--- src/rtl/alu8_pkg.sv ---
package alu8_pkg;

    localparam int STATUS_W = 8;
    localparam int FLG_C    = 0;
    localparam int FLG_Z    = 1;
    localparam int FLG_V    = 6;
    localparam int FLG_N    = 7;

    typedef enum logic [3:0] {
        OP_ADD_C = 4'd0,
        OP_SUB_B = 4'd1,
        OP_CMP   = 4'd2,
        OP_AND   = 4'd3,
        OP_OR    = 4'd4,
        OP_XOR   = 4'd5,
        OP_TEST  = 4'd6,
        OP_INC   = 4'd7,
        OP_DEC   = 4'd8,
        OP_SHL   = 4'd9,
        OP_SHR   = 4'd10,
        OP_ROTL  = 4'd11,
        OP_ROTR  = 4'd12,
        OP_MOVE  = 4'd13
    } alu_op_e;

    // One bit per arithmetic flag; used both for new values and update masks
    typedef struct packed {
        logic n;
        logic v;
        logic z;
        logic c;
    } flags_t;

endpackage

--- src/rtl/alu8_addsub.sv ---
module alu8_addsub
    import alu8_pkg::*;
#(
    parameter int WIDTH = 8
) (
    input  logic [3:0]       op_i,
    input  logic [WIDTH-1:0] a_i,
    input  logic [WIDTH-1:0] m_i,
    input  logic             carry_i,
    output logic [WIDTH-1:0] res_o,
    output flags_t           flags_o,
    output flags_t           upd_o
);
    localparam int MSB = WIDTH - 1;

    logic             sub_mode_d;
    logic             is_cmp_d;
    logic             cin_d;
    logic [WIDTH-1:0] opnd_d;
    logic [WIDTH:0]   sum_d;
    logic             ovf_d;

    always_comb begin
        is_cmp_d   = (op_i == OP_CMP);
        sub_mode_d = (op_i == OP_SUB_B) || is_cmp_d;
        // compare always behaves as a borrow-free subtract
        cin_d      = is_cmp_d ? 1'b1 : carry_i;
        opnd_d     = sub_mode_d ? ~m_i : m_i;
        sum_d      = {1'b0, a_i} + {1'b0, opnd_d} + {{WIDTH{1'b0}}, cin_d};
        // same sign going in, different sign coming out
        ovf_d      = ~(a_i[MSB] ^ opnd_d[MSB]) & (a_i[MSB] ^ sum_d[MSB]);

        res_o      = is_cmp_d ? a_i : sum_d[WIDTH-1:0];

        flags_o.c  = sum_d[WIDTH];
        flags_o.z  = (sum_d[WIDTH-1:0] == '0);
        flags_o.n  = sum_d[MSB];
        flags_o.v  = ovf_d;

        upd_o.c    = 1'b1;
        upd_o.z    = 1'b1;
        upd_o.n    = 1'b1;
        upd_o.v    = ~is_cmp_d;
    end

endmodule

--- src/rtl/alu8_bitwise.sv ---
module alu8_bitwise
    import alu8_pkg::*;
#(
    parameter int WIDTH = 8
) (
    input  logic [3:0]       op_i,
    input  logic [WIDTH-1:0] a_i,
    input  logic [WIDTH-1:0] m_i,
    output logic [WIDTH-1:0] res_o,
    output flags_t           flags_o,
    output flags_t           upd_o
);
    localparam int MSB = WIDTH - 1;

    logic [WIDTH-1:0] masked_d;
    logic [WIDTH-1:0] zn_src_d;
    logic             is_test_d;

    always_comb begin
        masked_d  = a_i & m_i;
        is_test_d = (op_i == OP_TEST);

        unique case (op_i)
            OP_AND:  res_o = masked_d;
            OP_OR:   res_o = a_i | m_i;
            OP_XOR:  res_o = a_i ^ m_i;
            OP_MOVE: res_o = m_i;
            default: res_o = a_i;
        endcase

        zn_src_d  = is_test_d ? masked_d : res_o;

        flags_o.c = 1'b0;
        flags_o.z = (zn_src_d == '0);
        // bit-test takes the sign flags from the operand itself
        flags_o.n = is_test_d ? m_i[MSB] : res_o[MSB];
        flags_o.v = m_i[MSB-1];

        upd_o.c   = 1'b0;
        upd_o.z   = 1'b1;
        upd_o.n   = 1'b1;
        upd_o.v   = is_test_d;
    end

endmodule

--- src/rtl/alu8_shift.sv ---
module alu8_shift
    import alu8_pkg::*;
#(
    parameter int WIDTH = 8
) (
    input  logic [3:0]       op_i,
    input  logic [WIDTH-1:0] a_i,
    input  logic             carry_i,
    output logic [WIDTH-1:0] res_o,
    output flags_t           flags_o,
    output flags_t           upd_o
);
    localparam int MSB = WIDTH - 1;

    logic left_fill_d;
    logic right_fill_d;
    logic shifting_d;

    always_comb begin
        left_fill_d  = (op_i == OP_ROTL) ? carry_i : 1'b0;
        right_fill_d = (op_i == OP_ROTR) ? carry_i : 1'b0;
        shifting_d   = (op_i == OP_SHL) || (op_i == OP_SHR) ||
                       (op_i == OP_ROTL) || (op_i == OP_ROTR);

        unique case (op_i)
            OP_INC:           res_o = a_i + {{(WIDTH-1){1'b0}}, 1'b1};
            OP_DEC:           res_o = a_i - {{(WIDTH-1){1'b0}}, 1'b1};
            OP_SHL, OP_ROTL:  res_o = {a_i[MSB-1:0], left_fill_d};
            OP_SHR, OP_ROTR:  res_o = {right_fill_d, a_i[MSB:1]};
            default:          res_o = a_i;
        endcase

        flags_o.c = ((op_i == OP_SHL) || (op_i == OP_ROTL)) ? a_i[MSB] : a_i[0];
        flags_o.z = (res_o == '0);
        flags_o.n = res_o[MSB];
        flags_o.v = 1'b0;

        upd_o.c   = shifting_d;
        upd_o.z   = 1'b1;
        upd_o.n   = 1'b1;
        upd_o.v   = 1'b0;
    end

endmodule

--- src/rtl/alu8_core.sv ---
module alu8_core
    import alu8_pkg::*;
#(
    parameter int WIDTH = 8
) (
    input  logic [3:0]          op_i,
    input  logic [WIDTH-1:0]    a_i,
    input  logic [WIDTH-1:0]    m_i,
    input  logic [STATUS_W-1:0] status_i,
    output logic [WIDTH-1:0]    result_o,
    output logic [STATUS_W-1:0] status_o
);
    typedef struct packed {
        logic [WIDTH-1:0] res;
        flags_t           flags;
        flags_t           upd;
    } unit_out_t;

    unit_out_t arith_d;
    unit_out_t logic_d;
    unit_out_t shift_d;
    unit_out_t pick_d;

    alu8_addsub #(.WIDTH(WIDTH)) u_addsub (
        .op_i    (op_i),
        .a_i     (a_i),
        .m_i     (m_i),
        .carry_i (status_i[FLG_C]),
        .res_o   (arith_d.res),
        .flags_o (arith_d.flags),
        .upd_o   (arith_d.upd)
    );

    alu8_bitwise #(.WIDTH(WIDTH)) u_bitwise (
        .op_i    (op_i),
        .a_i     (a_i),
        .m_i     (m_i),
        .res_o   (logic_d.res),
        .flags_o (logic_d.flags),
        .upd_o   (logic_d.upd)
    );

    alu8_shift #(.WIDTH(WIDTH)) u_shift (
        .op_i    (op_i),
        .a_i     (a_i),
        .carry_i (status_i[FLG_C]),
        .res_o   (shift_d.res),
        .flags_o (shift_d.flags),
        .upd_o   (shift_d.upd)
    );

    always_comb begin
        unique case (op_i)
            OP_ADD_C, OP_SUB_B, OP_CMP:
                pick_d = arith_d;
            OP_AND, OP_OR, OP_XOR, OP_TEST, OP_MOVE:
                pick_d = logic_d;
            OP_INC, OP_DEC, OP_SHL, OP_SHR, OP_ROTL, OP_ROTR:
                pick_d = shift_d;
            default: begin
                pick_d.res   = a_i;
                pick_d.flags = '0;
                pick_d.upd   = '0;
            end
        endcase

        result_o = pick_d.res;
        // only the flags the selected op owns are replaced
        status_o = status_i;
        if (pick_d.upd.c) status_o[FLG_C] = pick_d.flags.c;
        if (pick_d.upd.z) status_o[FLG_Z] = pick_d.flags.z;
        if (pick_d.upd.v) status_o[FLG_V] = pick_d.flags.v;
        if (pick_d.upd.n) status_o[FLG_N] = pick_d.flags.n;
    end

endmodule

--- config.mk ---
export PLATFORM = sky130hd
export DESIGN_NAME = alu8_core
export DESIGN_NICKNAME = d
export VERILOG_FILES = /design/src/rtl/alu8_pkg.sv /design/src/rtl/alu8_addsub.sv /design/src/rtl/alu8_bitwise.sv /design/src/rtl/alu8_shift.sv /design/src/rtl/alu8_core.sv
export SDC_FILE = /design/constraint.sdc
export NUM_CORES = 1
export LEC_CHECK = 0
export CAP_MARGIN = 20
export CORE_UTILIZATION = 56
export DETAILED_ROUTE_END_ITERATION = 8
export PLACE_DENSITY = 0.83
export SETUP_SLACK_MARGIN = 0.02
export SYNTH_ARGS = -nofsm -noshare
export SYNTH_HDL_FRONTEND = slang
export SYNTH_SLANG_ARGS = --single-unit
export TNS_END_PERCENT = 10
--- constraint.sdc ---
create_clock -name vclk -period 5.5
set_clock_uncertainty 0.05 [all_clocks]
set_input_delay 0.55 -clock vclk [all_inputs]
set_output_delay 0.55 -clock vclk [all_outputs]
set_load 0.02 [all_outputs]
======== Word level (Yosys, flattened, before mapping) ========
Cells that the tools add are included.
operators by class
  $add $sub $neg .......................... 4
  eq/ne operators ......................... 13
  mux-type cells .......................... 15
  bitwise logic cells ..................... 9
  reduce and logical (&&, ||, !) cells .... 14
operators by type and width
  cell                                               count
  case mux 8 bit (4 select lines)                    2
  case mux 16 bit (3 select lines)                   1
  == test 4 bit (second input constant)              6
  logical NOT 8 bit                                  3
  two-way mux 8 bit                                  3
  == test 4 x 3 -> 1 bit (second input constant)     4
  adder 8 x 8 -> 9 bit                               1
  adder 9 x 1 -> 9 bit                               1
  two-way mux 1 bit                                  9
  adder 8 x 1 -> 8 bit (second input constant)       1
  AND 8 bit                                          1
  == test 4 x 2 -> 1 bit (second input constant)     2
  NOT 8 bit                                          1
  OR 8 bit                                           1
  subtractor 8 x 1 -> 8 bit (second input constant)  1
  bitwise XOR 8 bit                                  1
  OR reduction 6 bit                                 1
  logical OR 1 bit                                   5
  OR reduction 5 bit                                 1
  == test 4 x 1 -> 1 bit (second input constant)     1
  logical NOT 4 bit                                  1
  OR reduction 2 bit                                 2
  OR reduction 3 bit                                 1
  NOT 1 bit                                          2
  other kinds (2)                                    3
word-level totals
  register bits ........................... 0
  bits of input ports ..................... 28
  output and inout bits ................... 16
  word-level logic and storage cells ...... 55

======== Depth between registers and ports, before layout ========
  word-level depth ........................ 9
  mapped depth ............................ 15
  depth with buffers taken out ............ 12

======== Modules after synthesis ========
From an unflattened synthesis, not the netlist that was laid out.
second synthesis, totals
  cells, all modules ...................... 496
  area total of the unflattened synthesis .. 3384.5 sq um
modules (own cells, without submodules)
  module        times used  cells an instance  area each (sq um)  seq. area each (sq um)
  alu8_core     1           165                1007.2             0.0
  alu8_shift    1           129                888.4              0.0
  alu8_bitwise  1           116                835.8              0.0
  alu8_addsub   1           86                 653.1              0.0

======== Worst setup path after synthesis ========
OpenSTA, ideal clock, no wires.
  path type ............................... input to output
  start point ............................. in op_i[0]
  end point ............................... out status_o[1]
  arrival ................................. 4.229 ns
  setup slack ............................. 0.671 ns
  stages on the path ...................... 14
  path buffers ............................ 2
  cells stage by stage .................... clkbuf_1 -> clkbuf_1 -> xor2_1 -> nand2_1 -> xnor2_1 -> fa_1 -> fa_1 -> a21oi_1 -> nor2b_1 -> nor2_1 -> xnor2_1 -> or3_1 -> or4bb_1 -> a31oi_1
on the way
  word-level cells in the longest chain between the ends .. 8
  elaborated cells between the ends (all ways) .. 34
RTL lines
  item                                                                     line                                                   text
  start, declared                                                          alu8_core.sv:6                                         input logic [3:0] op_i,
  == test 4 x 1 -> 1 bit / == test 4 x 2 -> 1 bit (equally long branches)  alu8_addsub.sv:25, alu8_core.sv:53, alu8_addsub.sv:24
  logical OR 1 bit                                                         alu8_addsub.sv:25                                      sub_mode_d = (op_i == OP_SUB_B) || is_cmp_d;
  two-way mux 8 bit                                                        alu8_addsub.sv:28                                      opnd_d = sub_mode_d ? ~m_i : m_i;
  adder 8 x 8 -> 9 bit                                                     alu8_addsub.sv:29                                      sum_d = {1'b0, a_i} + {1'b0, opnd_d} + {{WIDTH{1'b0}}, cin_d};
  adder 9 x 1 -> 9 bit                                                     alu8_addsub.sv:29
  logical NOT 8 bit                                                        alu8_addsub.sv:36                                      flags_o.z = (sum_d[WIDTH-1:0] == '0);
  case mux 16 bit (3 select lines) *                                       alu8_core.sv:53                                        unique case (op_i)
  two-way mux 1 bit *                                                      alu8_core.sv:71                                        if (pick_d.upd.z) status_o[FLG_Z] = pick_d.flags.z;
  end, declared                                                            alu8_core.sv:11                                        output logic [STATUS_W-1:0] status_o
Every way passes the cells marked *; elsewhere a longest branch is shown, timed or not.

======== Worst setup path after layout ========
  start point ............................. in op_i[2]
  end point ............................... out status_o[1]
The elaborated chain is that of the path after synthesis.

==> impl_summary.txt <==
----------------------------------------------------
[Final layout]
  Sequential cell count ... 0
  Final antenna diode count ... 0
  Fraction of layout cells with a size suffix above 1 ... 0.0619
  Post-Layout Inst Area ... roughly 0.0026 sq mm
  Register cell area after layout ... 0 sq um
  Area growth, synth to finish ... 16.6%
  Final Core Density ... 0.691
  Net count reported at finish ... 395
  Clock buffer instance count of the final layout ... 0

[Routing]
  Met3 WL post-DR ... 774 um
  Number of routed nets with antenna violations ... 0
  Vias ... 2,738
  Highest Signal Layer ... met4
  Detailed Routing Iterations Pass 1 ... 5
  Residual DRC count ... 0
  Met2 Wirelength ... 3740 um
  Detailed-route wire length ... 7940 um
  Iteration-0 DRC Markers ... 347
  DRT met1 WL ... approximately 3100 um
  WL per Instance ... 20.5 um
  Vias per cell ... 7.07

[Synth]
  Leading cell types by total area after synthesis ... sky130_fd_sc_hd__ha_1 14%, sky130_fd_sc_hd__xnor2_1 6.0%, sky130_fd_sc_hd__nand2_1 4.8%
  Post-Syn Area ... 0.00220 sq mm
  Cell types with the highest counts after synthesis ... 28 x sky130_fd_sc_hd__nand2_1, 24 x sky130_fd_sc_hd__ha_1, 21 x sky130_fd_sc_hd__nor2_1
  Post-Syn Instances ... 322
  Library cells used by synthesis ... 66
  Most common cell in the netlist ... sky130_fd_sc_hd__nand2_1
  Number of nets in the synthesized netlist ... 376
  Cell taking the most area after synthesis ... sky130_fd_sc_hd__ha_1
  Yosys top cell area share ... 0.136
  Fraction of the yosys area taken by sequential cells ... 0
  Total number of yosys warnings ... 0
  Mean post-synth cell area ... 6.84 sq um

[Worst setup path]
  Number of buffer and inverter stages on the critical path ... 2
  Required time reported for the critical path endpoint ... 4.90 ns
  CP Launch Type ... input port
  Nature of the critical path endpoint ... primary output
  Endpoint arrival time on the critical path ... roughly 4.5 ns
  Critical path's slowest cell ... sky130_fd_sc_hd__clkdlybuf4s50_1
  Slowest stage delay, CP ... 0.62 ns
  CP top delay family ... simple AND/OR/NAND/NOR gates
  CP max FO ... 10
  List of cells traversed by the critical path ... clkdlybuf4s50_1, nor2_1, nand2_1, xnor2_1, fa_1, fa_1, a21oi_1, nor2b_1, nor2_1, xnor2_1, or3_1, or4bb_1, a31oi_1, clkdlybuf4s50_1
  Worst setup path category ... in2out

[Floorplan]
  Number of I/O pins ... 44
  Count of standard-cell rows ... 22
  Total die area ... 0.00419 sq mm
  Width of the die ... around 65 um
  Effective utilization at floorplan ... 0.593
  Core outline area ... 0.00372 sq mm
  Die Y ... 64.7 um

[Timing]
  Number of slew-limit violations in the final report ... 0
  RSZ-0062 raised after global routing ... false
  Number of failing hold endpoints at the final stage ... 0
  Setup TNS ... 0 ns
  Fin worst setup slack ... between 0.3 and 0.4 ns
  Fin crit share ... 0.932
  Slew @ Worst Pin ... about 0.75 ns
  Setup Viol. Count Final ... 0
  Maximum achievable frequency ... 0.195 GHz
  Worst slew margin ... 0.496
  Minimum clock period after layout ... 5.12 ns

[Pwr]
  Internal Power ... about 120 uW
  Clk network pwr share ... 0
  Power per cell area ... 111 mW/mm^2
  P_leak ... 1.02 nW
  Combinational fraction of design power ... 1.000
  Sw power ... about 160 uW
  Sw Share ... 0.565
  Worst voltage drop across the vdd grid ... 0.0732 mV
  Sequential group share of total power ... 0

[Placed design]
  Pre-CTS WS ... roughly 0.34 ns
  Placed instance area ... 0.00256 sq mm
  Buffers on Ports ... 36
  Routability Congestion ... approximately 1.0
  HPWL after DPL ... approximately 6000 um

[Job]
  Count of maximum capacitance violations ... 0

[Global route]
  First-pass GRT wire length ... 12,600 um
  Via count of the first global-routing pass ... 2,520
  Remaining global-route overflow ... 0
  Global routing usage summed across all routing layers ... 0.388
  Maximum number of pins on one net before global-route repair ... 42
  Initial antenna violation count ... 0

[Hold path]
  WHS Path Cells ... 0
  Path type of the worst min-delay path ... in2out
  Worst min-delay path startpoint ... status_i[4]
  Worst min-delay path endpoint ... status_o[4]

[Clock tree]
  Number of buffers inserted for hold repair after clock tree synthesis ... 0

[Outcome]
  Run status ... completed

----------------------------------------------------
## metal layers
| layer | vias to the layer above | global-route usage |
|---|---|---|
| li1 | 1257 | - |
| met1 | 1269 | 0.486 |
| met2 | 178 | 0.663 |
| met3 | 34 | 0.0563 |
| met4 | 0 | 0.139 |
| met5 | - | 0 |
## worst max-delay path by stage
stage,from,endpoint,slack [ns],depth (start not counted)
3_3_place_gp,op_i[2],status_o[1],0.46,14
4_1_cts,op_i[2],status_o[1],0.30,14
2_1_floorplan,op_i[0],status_o[1],0.67,14
3_5_place_dp,op_i[2],status_o[1],0.34,14
6_report,op_i[2],status_o[1],0.38,14
5_1_grt,op_i[2],status_o[1],0.05,14
## logic make-up after synthesis
group	Yosys count	share of synthesized area
adder cells (fa/ha/maj)	26	0.154
buffers and inverters	49	0.0988
multiplexers	7	0.0318
AND/OR/NAND/NOR	108	0.275
XOR/XNOR	19	0.0755
AO/OA/AOI/OAI	113	0.365
## timing repair
item                                    in CTS  in global routing
setup buffers                                0                  0
gates resized for setup                      0                  2
endpoints found under the setup margin       0                  1
## layout make-up
cell class / count / area (sq um)
fill: 337 / 1150
inverter: 19 / 71.3
multi-input combinational: 273 / 1990
tap: 48 / 60.1
timing repair buffer: 47 / 443
## power by group through the flow
stage	Sequential [mW]	Clock [mW]	Combinational [mW]
final	0	0	0.284
after global routing	0	0	0.305
after CTS	0	0	0.277
after detailed placement	0	0	0.276
after global placement	0	0	0.272
after floorplan	0	0	0.185
## metrics by stage
step / std cells / hold WS [ns] / power, mW
6_report: 387 / 1.05 / 0.284
5_1_grt: 387 / 1.05 / 0.305
4_1_cts: 387 / 1.05 / 0.277
3_5_place_dp: 387 / 1.05 / 0.276
3_3_place_gp: 387 / 1.05 / 0.272
2_1_floorplan: 322 / 1.16 / 0.185
## cells in the final DEF, fill, tap and decap left out, types with 3 or more instances in the layout
cell type,instances
sky130_fd_sc_hd__o32ai_1,5
sky130_fd_sc_hd__nor2_1,21
sky130_fd_sc_hd__nor4_1,5
sky130_fd_sc_hd__nor3_1,15
sky130_fd_sc_hd__o21ai_0,17
sky130_fd_sc_hd__inv_2,3
sky130_fd_sc_hd__inv_1,16
sky130_fd_sc_hd__a21o_1,3
sky130_fd_sc_hd__nand3_1,5
sky130_fd_sc_hd__a22oi_1,7
sky130_fd_sc_hd__mux2i_1,7
sky130_fd_sc_hd__clkdlybuf4s50_1,36
sky130_fd_sc_hd__o22ai_1,6
sky130_fd_sc_hd__buf_4,11
sky130_fd_sc_hd__a221oi_1,3
sky130_fd_sc_hd__xnor2_1,14
sky130_fd_sc_hd__or3_1,3
sky130_fd_sc_hd__nand2b_1,5
sky130_fd_sc_hd__a32o_1,6
sky130_fd_sc_hd__nand2_1,28
sky130_fd_sc_hd__xor2_1,4
sky130_fd_sc_hd__a31oi_1,7
sky130_fd_sc_hd__o21bai_1,3
sky130_fd_sc_hd__a2bb2oi_1,6
sky130_fd_sc_hd__a21oi_1,19
sky130_fd_sc_hd__o211ai_1,4
sky130_fd_sc_hd__ha_1,24
sky130_fd_sc_hd__o32a_1,3
sky130_fd_sc_hd__nor2b_1,6
(Power assumes the default switching activity.)
